**src/rtl/mdio_pkg.sv**
```systemverilog
package mdio_pkg;

    localparam int FRAME_BITS  = 32;
    localparam int IDX_W       = $clog2(FRAME_BITS);
    localparam int RD_BITS     = 16;

    // frame word field positions (wire order is MSB first)
    localparam int START_BIT   = 30;
    localparam int RD_BIT      = 29;
    localparam int WR_BIT      = 28;
    localparam int DEV_LSB     = 22;
    localparam int DEV_W       = 5;
    localparam int REG_LSB     = 18;
    localparam int TA_BIT      = 17;
    localparam int SEL_BLK_LSB = 4;
    localparam logic [4:0] SEL_REG_ADDR = 5'h1F;

    // bit indices (counted from the first wire bit) of read turnaround and data
    localparam int RD_RELEASE_IDX = FRAME_BITS - 1 - TA_BIT;
    localparam int RD_DATA_IDX    = FRAME_BITS - RD_BITS;

    typedef enum logic [1:0] {
        SEQ_IDLE  = 2'd0,
        SEQ_PRE   = 2'd1,
        SEQ_FRAME = 2'd2
    } seq_state_e;

    typedef struct packed {
        logic        valid;
        logic [31:0] word;
    } launch_t;

    function automatic logic frame_is_valid(input logic [31:0] w);
        return w[START_BIT] && (w[RD_BIT] != w[WR_BIT]);
    endfunction

    function automatic logic [31:0] select_word(input logic [DEV_W-1:0] blk);
        logic [31:0] w;
        w = '0;
        w[START_BIT] = 1'b1;
        w[WR_BIT]    = 1'b1;
        w[TA_BIT]    = 1'b1;
        w[REG_LSB +: 5] = SEL_REG_ADDR;
        w[SEL_BLK_LSB +: DEV_W] = blk;
        return w;
    endfunction

    function automatic logic [31:0] strip_device(input logic [31:0] w);
        logic [31:0] r;
        r = w;
        r[DEV_LSB +: DEV_W] = '0;
        return r;
    endfunction

endpackage

```
**src/rtl/mdio_clkdiv.sv**
```systemverilog
module mdio_clkdiv #(
    parameter int DIV_W = 7
) (
    input  logic             clk,
    input  logic             rst,
    input  logic             run,
    input  logic [DIV_W-1:0] div,
    output logic             half_end
);

    logic [DIV_W-1:0] cnt_q;

    always_ff @(posedge clk) begin
        if (rst || !run) begin
            cnt_q <= '0;
        end else if (cnt_q == div) begin
            cnt_q <= '0;
        end else begin
            cnt_q <= cnt_q + 1'b1;
        end
    end

    assign half_end = run && (cnt_q == div);

endmodule

```
**src/rtl/mdio_regs.sv**
```systemverilog
module mdio_regs
    import mdio_pkg::*;
#(
    parameter int DIV_W = 7
) (
    input  logic               clk,
    input  logic               rst,
    input  logic               wr_en,
    input  logic               sel,
    input  logic [31:0]        wdata,
    input  logic               busy,
    input  logic               done_pulse,
    input  logic               rd_valid,
    input  logic [RD_BITS-1:0] rd_result,
    output logic [31:0]        ctrl_rdata,
    output logic [31:0]        frame_rdata,
    output logic               pre_en,
    output logic [DIV_W-1:0]   div,
    output logic               abort,
    output launch_t            launch
);

    localparam int PRE_EN_BIT = 7;
    localparam int DONE_BIT   = 8;

    logic             pre_en_q;
    logic [DIV_W-1:0] div_q;
    logic             done_q;
    logic [31:0]      frame_q;
    logic             ctrl_wr;
    logic             frame_wr;

    assign ctrl_wr  = wr_en && !sel;
    assign frame_wr = wr_en && sel && !busy;
    assign abort    = ctrl_wr && (wdata == 32'd0);

    assign launch.valid = frame_wr && frame_is_valid(wdata);
    assign launch.word  = wdata;

    always_ff @(posedge clk) begin
        if (rst) begin
            pre_en_q <= 1'b0;
            div_q    <= '0;
            done_q   <= 1'b0;
            frame_q  <= '0;
        end else begin
            if (ctrl_wr) begin
                pre_en_q <= wdata[PRE_EN_BIT];
                div_q    <= wdata[DIV_W-1:0];
            end
            if (frame_wr) begin
                frame_q <= wdata;
                done_q  <= 1'b0;
            end else if (done_pulse) begin
                done_q <= 1'b1;
                if (rd_valid) begin
                    frame_q[RD_BITS-1:0] <= rd_result;
                end
            end
        end
    end

    always_comb begin
        ctrl_rdata             = '0;
        ctrl_rdata[DIV_W-1:0]  = div_q;
        ctrl_rdata[PRE_EN_BIT] = pre_en_q;
        ctrl_rdata[DONE_BIT]   = done_q;
    end

    assign frame_rdata = frame_q;
    assign pre_en      = pre_en_q;
    assign div         = div_q;

endmodule

```
**src/rtl/mdio_seq.sv**
```systemverilog
module mdio_seq
    import mdio_pkg::*;
#(
    parameter int PRE_BITS = 32
) (
    input  logic               clk,
    input  logic               rst,
    input  launch_t            launch,
    input  logic               ext_mode,
    input  logic               pre_en,
    input  logic               abort,
    input  logic               half_end,
    input  logic               mdio_i,
    output logic               busy,
    output logic               mdc,
    output logic               mdio_o,
    output logic               mdio_oe,
    output logic               done_pulse,
    output logic               rd_valid,
    output logic [RD_BITS-1:0] rd_result
);

    localparam logic [IDX_W-1:0] LAST_PRE   = IDX_W'(PRE_BITS - 1);
    localparam logic [IDX_W-1:0] LAST_FRAME = IDX_W'(FRAME_BITS - 1);
    localparam logic [IDX_W-1:0] REL_IDX    = IDX_W'(RD_RELEASE_IDX);
    localparam logic [IDX_W-1:0] DATA_IDX   = IDX_W'(RD_DATA_IDX);

    seq_state_e         st_q;
    logic               phase_q;
    logic [IDX_W-1:0]   idx_q;
    logic [31:0]        shreg_q;
    logic [31:0]        main_q;
    logic               sel_pend_q;
    logic               rd_q;
    logic [RD_BITS-1:0] rdata_q;

    logic in_main;
    logic last_bit;
    logic bit_end;
    logic rise;
    logic releasing;

    assign in_main   = (st_q == SEQ_FRAME) && !sel_pend_q;
    assign last_bit  = (st_q == SEQ_PRE) ? (idx_q == LAST_PRE) : (idx_q == LAST_FRAME);
    assign bit_end   = half_end && phase_q;
    assign rise      = half_end && !phase_q;
    assign releasing = in_main && rd_q && (idx_q >= REL_IDX);

    always_ff @(posedge clk) begin
        if (rst || abort) begin
            st_q       <= SEQ_IDLE;
            phase_q    <= 1'b0;
            idx_q      <= '0;
            shreg_q    <= '0;
            main_q     <= '0;
            sel_pend_q <= 1'b0;
            rd_q       <= 1'b0;
            rdata_q    <= '0;
        end else if (st_q == SEQ_IDLE) begin
            if (launch.valid) begin
                rd_q    <= launch.word[RD_BIT];
                phase_q <= 1'b0;
                idx_q   <= '0;
                st_q    <= pre_en ? SEQ_PRE : SEQ_FRAME;
                if (ext_mode) begin
                    shreg_q    <= select_word(launch.word[DEV_LSB +: DEV_W]);
                    main_q     <= strip_device(launch.word);
                    sel_pend_q <= 1'b1;
                end else begin
                    shreg_q    <= launch.word;
                    main_q     <= launch.word;
                    sel_pend_q <= 1'b0;
                end
            end
        end else begin
            if (rise) begin
                phase_q <= 1'b1;
                if (in_main && rd_q && (idx_q >= DATA_IDX)) begin
                    rdata_q <= {rdata_q[RD_BITS-2:0], mdio_i};
                end
            end
            if (bit_end) begin
                phase_q <= 1'b0;
                if (last_bit) begin
                    idx_q <= '0;
                    if (st_q == SEQ_PRE) begin
                        st_q <= SEQ_FRAME;
                    end else if (sel_pend_q) begin
                        sel_pend_q <= 1'b0;
                        shreg_q    <= main_q;
                        st_q       <= pre_en ? SEQ_PRE : SEQ_FRAME;
                    end else begin
                        st_q <= SEQ_IDLE;
                    end
                end else begin
                    idx_q <= idx_q + 1'b1;
                    if (st_q == SEQ_FRAME) begin
                        shreg_q <= {shreg_q[30:0], 1'b0};
                    end
                end
            end
        end
    end

    assign busy       = (st_q != SEQ_IDLE);
    assign mdc        = phase_q;
    assign mdio_oe    = busy && !releasing;
    assign mdio_o     = mdio_oe && ((st_q == SEQ_PRE) || shreg_q[31]);
    assign done_pulse = bit_end && last_bit && in_main;
    assign rd_valid   = done_pulse && rd_q;
    assign rd_result  = rdata_q;

endmodule

```
**src/rtl/mdio_frame_ctrl.sv**
```systemverilog
module mdio_frame_ctrl
    import mdio_pkg::*;
#(
    parameter int DIV_W    = 7,
    parameter int PRE_BITS = 32
) (
    input  logic        clk,
    input  logic        rst,
    input  logic        reg_wr_en,
    input  logic        reg_sel,
    input  logic [31:0] reg_wdata,
    output logic [31:0] ctrl_rdata,
    output logic [31:0] frame_rdata,
    input  logic        ext_addr_mode,
    input  logic        mdio_i,
    output logic        mdc,
    output logic        mdio_o,
    output logic        mdio_oe
);

    logic               busy;
    logic               done_pulse;
    logic               rd_valid;
    logic [RD_BITS-1:0] rd_result;
    logic               pre_en;
    logic [DIV_W-1:0]   div;
    logic               abort;
    logic               half_end;
    launch_t            launch;

    mdio_regs #(.DIV_W(DIV_W)) regs_i (
        .clk        (clk),
        .rst        (rst),
        .wr_en      (reg_wr_en),
        .sel        (reg_sel),
        .wdata      (reg_wdata),
        .busy       (busy),
        .done_pulse (done_pulse),
        .rd_valid   (rd_valid),
        .rd_result  (rd_result),
        .ctrl_rdata (ctrl_rdata),
        .frame_rdata(frame_rdata),
        .pre_en     (pre_en),
        .div        (div),
        .abort      (abort),
        .launch     (launch)
    );

    mdio_clkdiv #(.DIV_W(DIV_W)) clkdiv_i (
        .clk     (clk),
        .rst     (rst),
        .run     (busy),
        .div     (div),
        .half_end(half_end)
    );

    mdio_seq #(.PRE_BITS(PRE_BITS)) seq_i (
        .clk       (clk),
        .rst       (rst),
        .launch    (launch),
        .ext_mode  (ext_addr_mode),
        .pre_en    (pre_en),
        .abort     (abort),
        .half_end  (half_end),
        .mdio_i    (mdio_i),
        .busy      (busy),
        .mdc       (mdc),
        .mdio_o    (mdio_o),
        .mdio_oe   (mdio_oe),
        .done_pulse(done_pulse),
        .rd_valid  (rd_valid),
        .rd_result (rd_result)
    );

endmodule

```
**config.mk**
```make
export PLATFORM = sky130hd
export DESIGN_NAME = mdio_frame_ctrl
export DESIGN_NICKNAME = d
export VERILOG_FILES = /design/src/rtl/mdio_pkg.sv /design/src/rtl/mdio_clkdiv.sv /design/src/rtl/mdio_regs.sv /design/src/rtl/mdio_seq.sv /design/src/rtl/mdio_frame_ctrl.sv
export SDC_FILE = /design/constraint.sdc
export NUM_CORES = 1
export LEC_CHECK = 0
export BUFFER_PORTS_ARGS = -buffer_cell sky130_fd_sc_hd__buf_2
export CAP_MARGIN = 20
export CORE_UTILIZATION = 50
export DETAILED_ROUTE_END_ITERATION = 10
export PLACE_DENSITY = 0.76
export SLEW_MARGIN = 20
export SYNTH_ARGS = -nofsm -noshare
export SYNTH_HDL_FRONTEND = slang
export SYNTH_SLANG_ARGS = --single-unit
```
**constraint.sdc**
```tcl
create_clock -name clk -period 2.7 [get_ports clk]
set_clock_uncertainty 0.1 [all_clocks]
set_input_delay 0.135 -clock clk [delete_from_list [all_inputs] [get_ports clk]]
set_output_delay 0.135 -clock clk [all_outputs]
set_load 0.01 [all_outputs]
```
==> impl_metrics.ini <==
[synthesis]
syn-cell-area_um2 = 6490
syn_inst = 786
synth_edf_count = 0
ys_async_sr_fraction_pct = 0
synth_ff_type = dfxtp_1
syn_avg_cell_area_um2 = 8.26
ys_types = 51
yosys_warnings = 0
ys_ff_latch = 137
ys_seq_area_share_pct = 42.3

[power]
cellPowerDensity_nw_per_um2 = 634
seqPwrFrac_pct = 42.7
irDropWorstVdd_uv = 470
intPower_w = 0.00372
p_switching_w = 0.00124
total_power_w = 0.00496
clkPwrFrac_pct = 47.7
swShare_pct = 25.0
combPwrFrac_pct = 9.6
leakage_nw = 2.96

[cts]
h-tree-depth = 4
cts-root-buf = clkbuf_16
ctsLongestPathBuffers = 2
cts_tree = yes
clk_pin_slew_ps = 60
cts_num_sinks = 137
hold_buffers = 35
insertion_delay_ps = 420
cts_setup_buffers = 0
cts_resized = 0
cts_buffers = 17

[routing]
first_pass_iters = 5
ant_nets = 0
routed_wl_um = 17600
drc = 0
vias = 5860
wire_per_inst_um = 16.6
drtIter0Drc = 617
via_per_inst = 5.54

[floorplanning]
die_w_um = 116
core.rowCount = 41
core_area_um2 = 12600
start_util_pct = 51.4
io_pins = 105
die_h_um = 116
dieArea_um2 = 13400

[grt]
antenna_found_initial = 0
grt.overflow.total = 0
grt_pass1_vias = 5338
grt.met1_usage_pct = 35.4
grt_use_total_pct = 27.0
use_met2_pct = 41.4
grt_max_degree = 68
grt_pass1_wl_um = 27700
grt_util_met3_pct = 9.62
grt_busiest_layer = met2

[cells_and_area]
area_growth_pct = 20.6
n_fill_cell = 1110
fin_area_um2 = 7830
antenna_cells = 0
layout-drive-gt1-share_pct = 16.5
nets = 915

[placed_design]
portBuffers = 81
placed_cell_area_um2 = 6880
finalWeightedCongestion = 0.881
dp_hpwl_um = 11100

[setup_path]
crit_path_frequent_cell = buf_4
crit_buf_inv = 3
cp_num_cells = 9
crit_chain = ha_1 -> and3_1 -> ha_2 -> buf_4 -> a31oi_4 -> inv_1 -> buf_4 -> a21oi_1 -> a311oi_1
path_class = register to register
cp.required_ps = 2930
cp-end-kind = register
critPathMaxFanout = 20
slowest_stage = dfxtp_1
rr_worst_depth = 9
crit_path_start_kind = register
slowest_delay_ps = 390
cp_top_family = buffers and inverters
critPathArrivalTime_ps = 2570

[timing]
setup_tns_ps = 0
max_slew_margin_pct = 59.4
hold_viol_final = 0
drv_slew = 0
finalCritPeriodShare_pct = 86.7
grt_setup_unrepaired = no
timing.hold.ws_ps = 68.3
setup_violations = 0
fmax_ghz = 0.427
worst_pin_slew_ps = 610
layout_min_cycle_time_ps = 2340

[min_path]
hold_path_class = input port to register
hold_depth = 4

[flow_run]
cap_violations = 0

[outcome]
status = finished, final reports clean
registers in the layout, summed over array words and instances (netlist names):
name / flops
seq_i.st_q: 2
seq_i.idx_q: 5
clkdiv_i.cnt_q: 7
seq_i.rd_result: 16
regs_i.pre_en: 1
seq_i.mdc: 1
seq_i.shreg_q: 32
seq_i.sel_pend_q: 1
regs_i.done_q: 1
regs_i.div: 7
regs_i.frame_rdata: 32
seq_i.main_q: 32
cell usage in the layout, fill, tap and decap left out, types with 14 or more instances in the layout:
| cell type | instances |
|---|---|
| nand2_1 | 143 |
| dfxtp_1 | 137 |
| a21oi_1 | 116 |
| buf_2 | 81 |
| mux2i_1 | 68 |
| nor2_1 | 51 |
| dlygate4sd3_1 | 35 |
| a211oi_1 | 30 |
| conb_1 | 23 |
| o21ai_0 | 19 |
| buf_4 | 18 |
| o21ai_1 | 17 |
| clkbuf_16 | 17 |
| nand3_1 | 14 |
worst paths after layout:
kind,end,slack [ps],startpoint
setup / recovery,seq_i.shreg_q[0]$_SDFFE_PP0P_,360,seq_i.idx_q[1]$_SDFFE_PP0P_
hold / removal,regs_i.div[3]$_SDFFE_PP0P_,70,reg_sel
setup reg to reg,seq_i.shreg_q[0]$_SDFFE_PP0P_,360,seq_i.idx_q[1]$_SDFFE_PP0P_
hold reg to reg,seq_i.main_q[10]$_SDFFE_PP0P_,350,seq_i.main_q[10]$_SDFFE_PP0P_
Yosys cell counts (2+ instances only):
master	n	area (um2)
nand2_1	143	537
dfxtp_1	137	2740
a21oi_1	116	581
mux2i_1	68	681
nor2_1	51	191
clkbuf_1	34	128
buf_4	33	248
a211oi_1	30	225
o21ai_0	19	95.1
o21ai_1	17	85.1
buf_2	16	80.1
nand3_1	15	75.1
nor3_1	13	65.1
xnor2_1	10	87.6
nand4_1	9	56.3
nor2b_1	7	43.8
buf_6	6	67.6
inv_1	6	22.5
and3_1	5	31.3
nor4_1	5	31.3
a31oi_1	4	25.0
ha_1	4	50.1
o2111ai_1	4	35.0
nand2b_1	3	18.8
a22oi_1	2	15.0
a311oi_1	2	17.5
and4_1	2	17.5
xor2_1	2	17.5
tightest hold or removal path, delay by kind of cell:
kind                   cells  cell delay (ps)
AO/OA/AOI/OAI              1               50
buffers and inverters      1              130
AND/OR/NAND/NOR            2              240
routing by layer:
| layer | up-vias | wire, um | part of all wire [%] |
|---|---|---|---|
| li1 | 2858 | - | - |
| met1 | 2751 | 7640 | 44 |
| met2 | 225 | 8210 | 47 |
| met3 | 26 | 1390 | 7.9 |
| met4 | 0 | 308 | 1.8 |
| met5 | - | 0 | 0 |
per-stage QoR:
stage | utilization [%] | setup WS [ps] | cells
after global placement | 54.5 | 514 | 991
after detailed placement | 54.5 | 394 | 991
after global routing | 62.0 | 169 | 1058
after floorplan | - | 542 | 808
after CTS | 62.0 | 397 | 1058
final | 62.0 | 359 | 1058
cell families after synthesis:
logic type,Yosys count,synth area share [%]
and+or+nand+nor,266,18.6
muxes,68,10.5
xor gates and xnor gates,12,1.62
buffers and inverters,96,8.46
DFF,137,42.3
AOI/OAI and AO/OA,202,17.7
other,1,0.0578
adders and majority gates,4,0.771
power by group through the flow:
stage	registers (W)	clock network, W	logic, W
after floorplan	0.00217	0	0.000282
final	0.00212	0.00236	0.000479
after detailed placement	0.00216	0	0.000431
after CTS	0.00212	0.00239	0.000473
after global routing	0.00212	0.00249	0.000524
after global placement	0.00216	0	0.000427
final cells by class:
cell class	count	area, um2	area share [%]
Multi-Input combinational cell	575	3310	42.3
Sequential cell	137	2740	35.0
Timing Repair Buffer	136	931	11.9
Clock buffer	18	429	5.48
Tap cell	172	215	2.75
Clock inverter	14	175	2.24
Inverter	6	22.5	0.288
No activity file was read; power rests on OpenSTA's default activity.
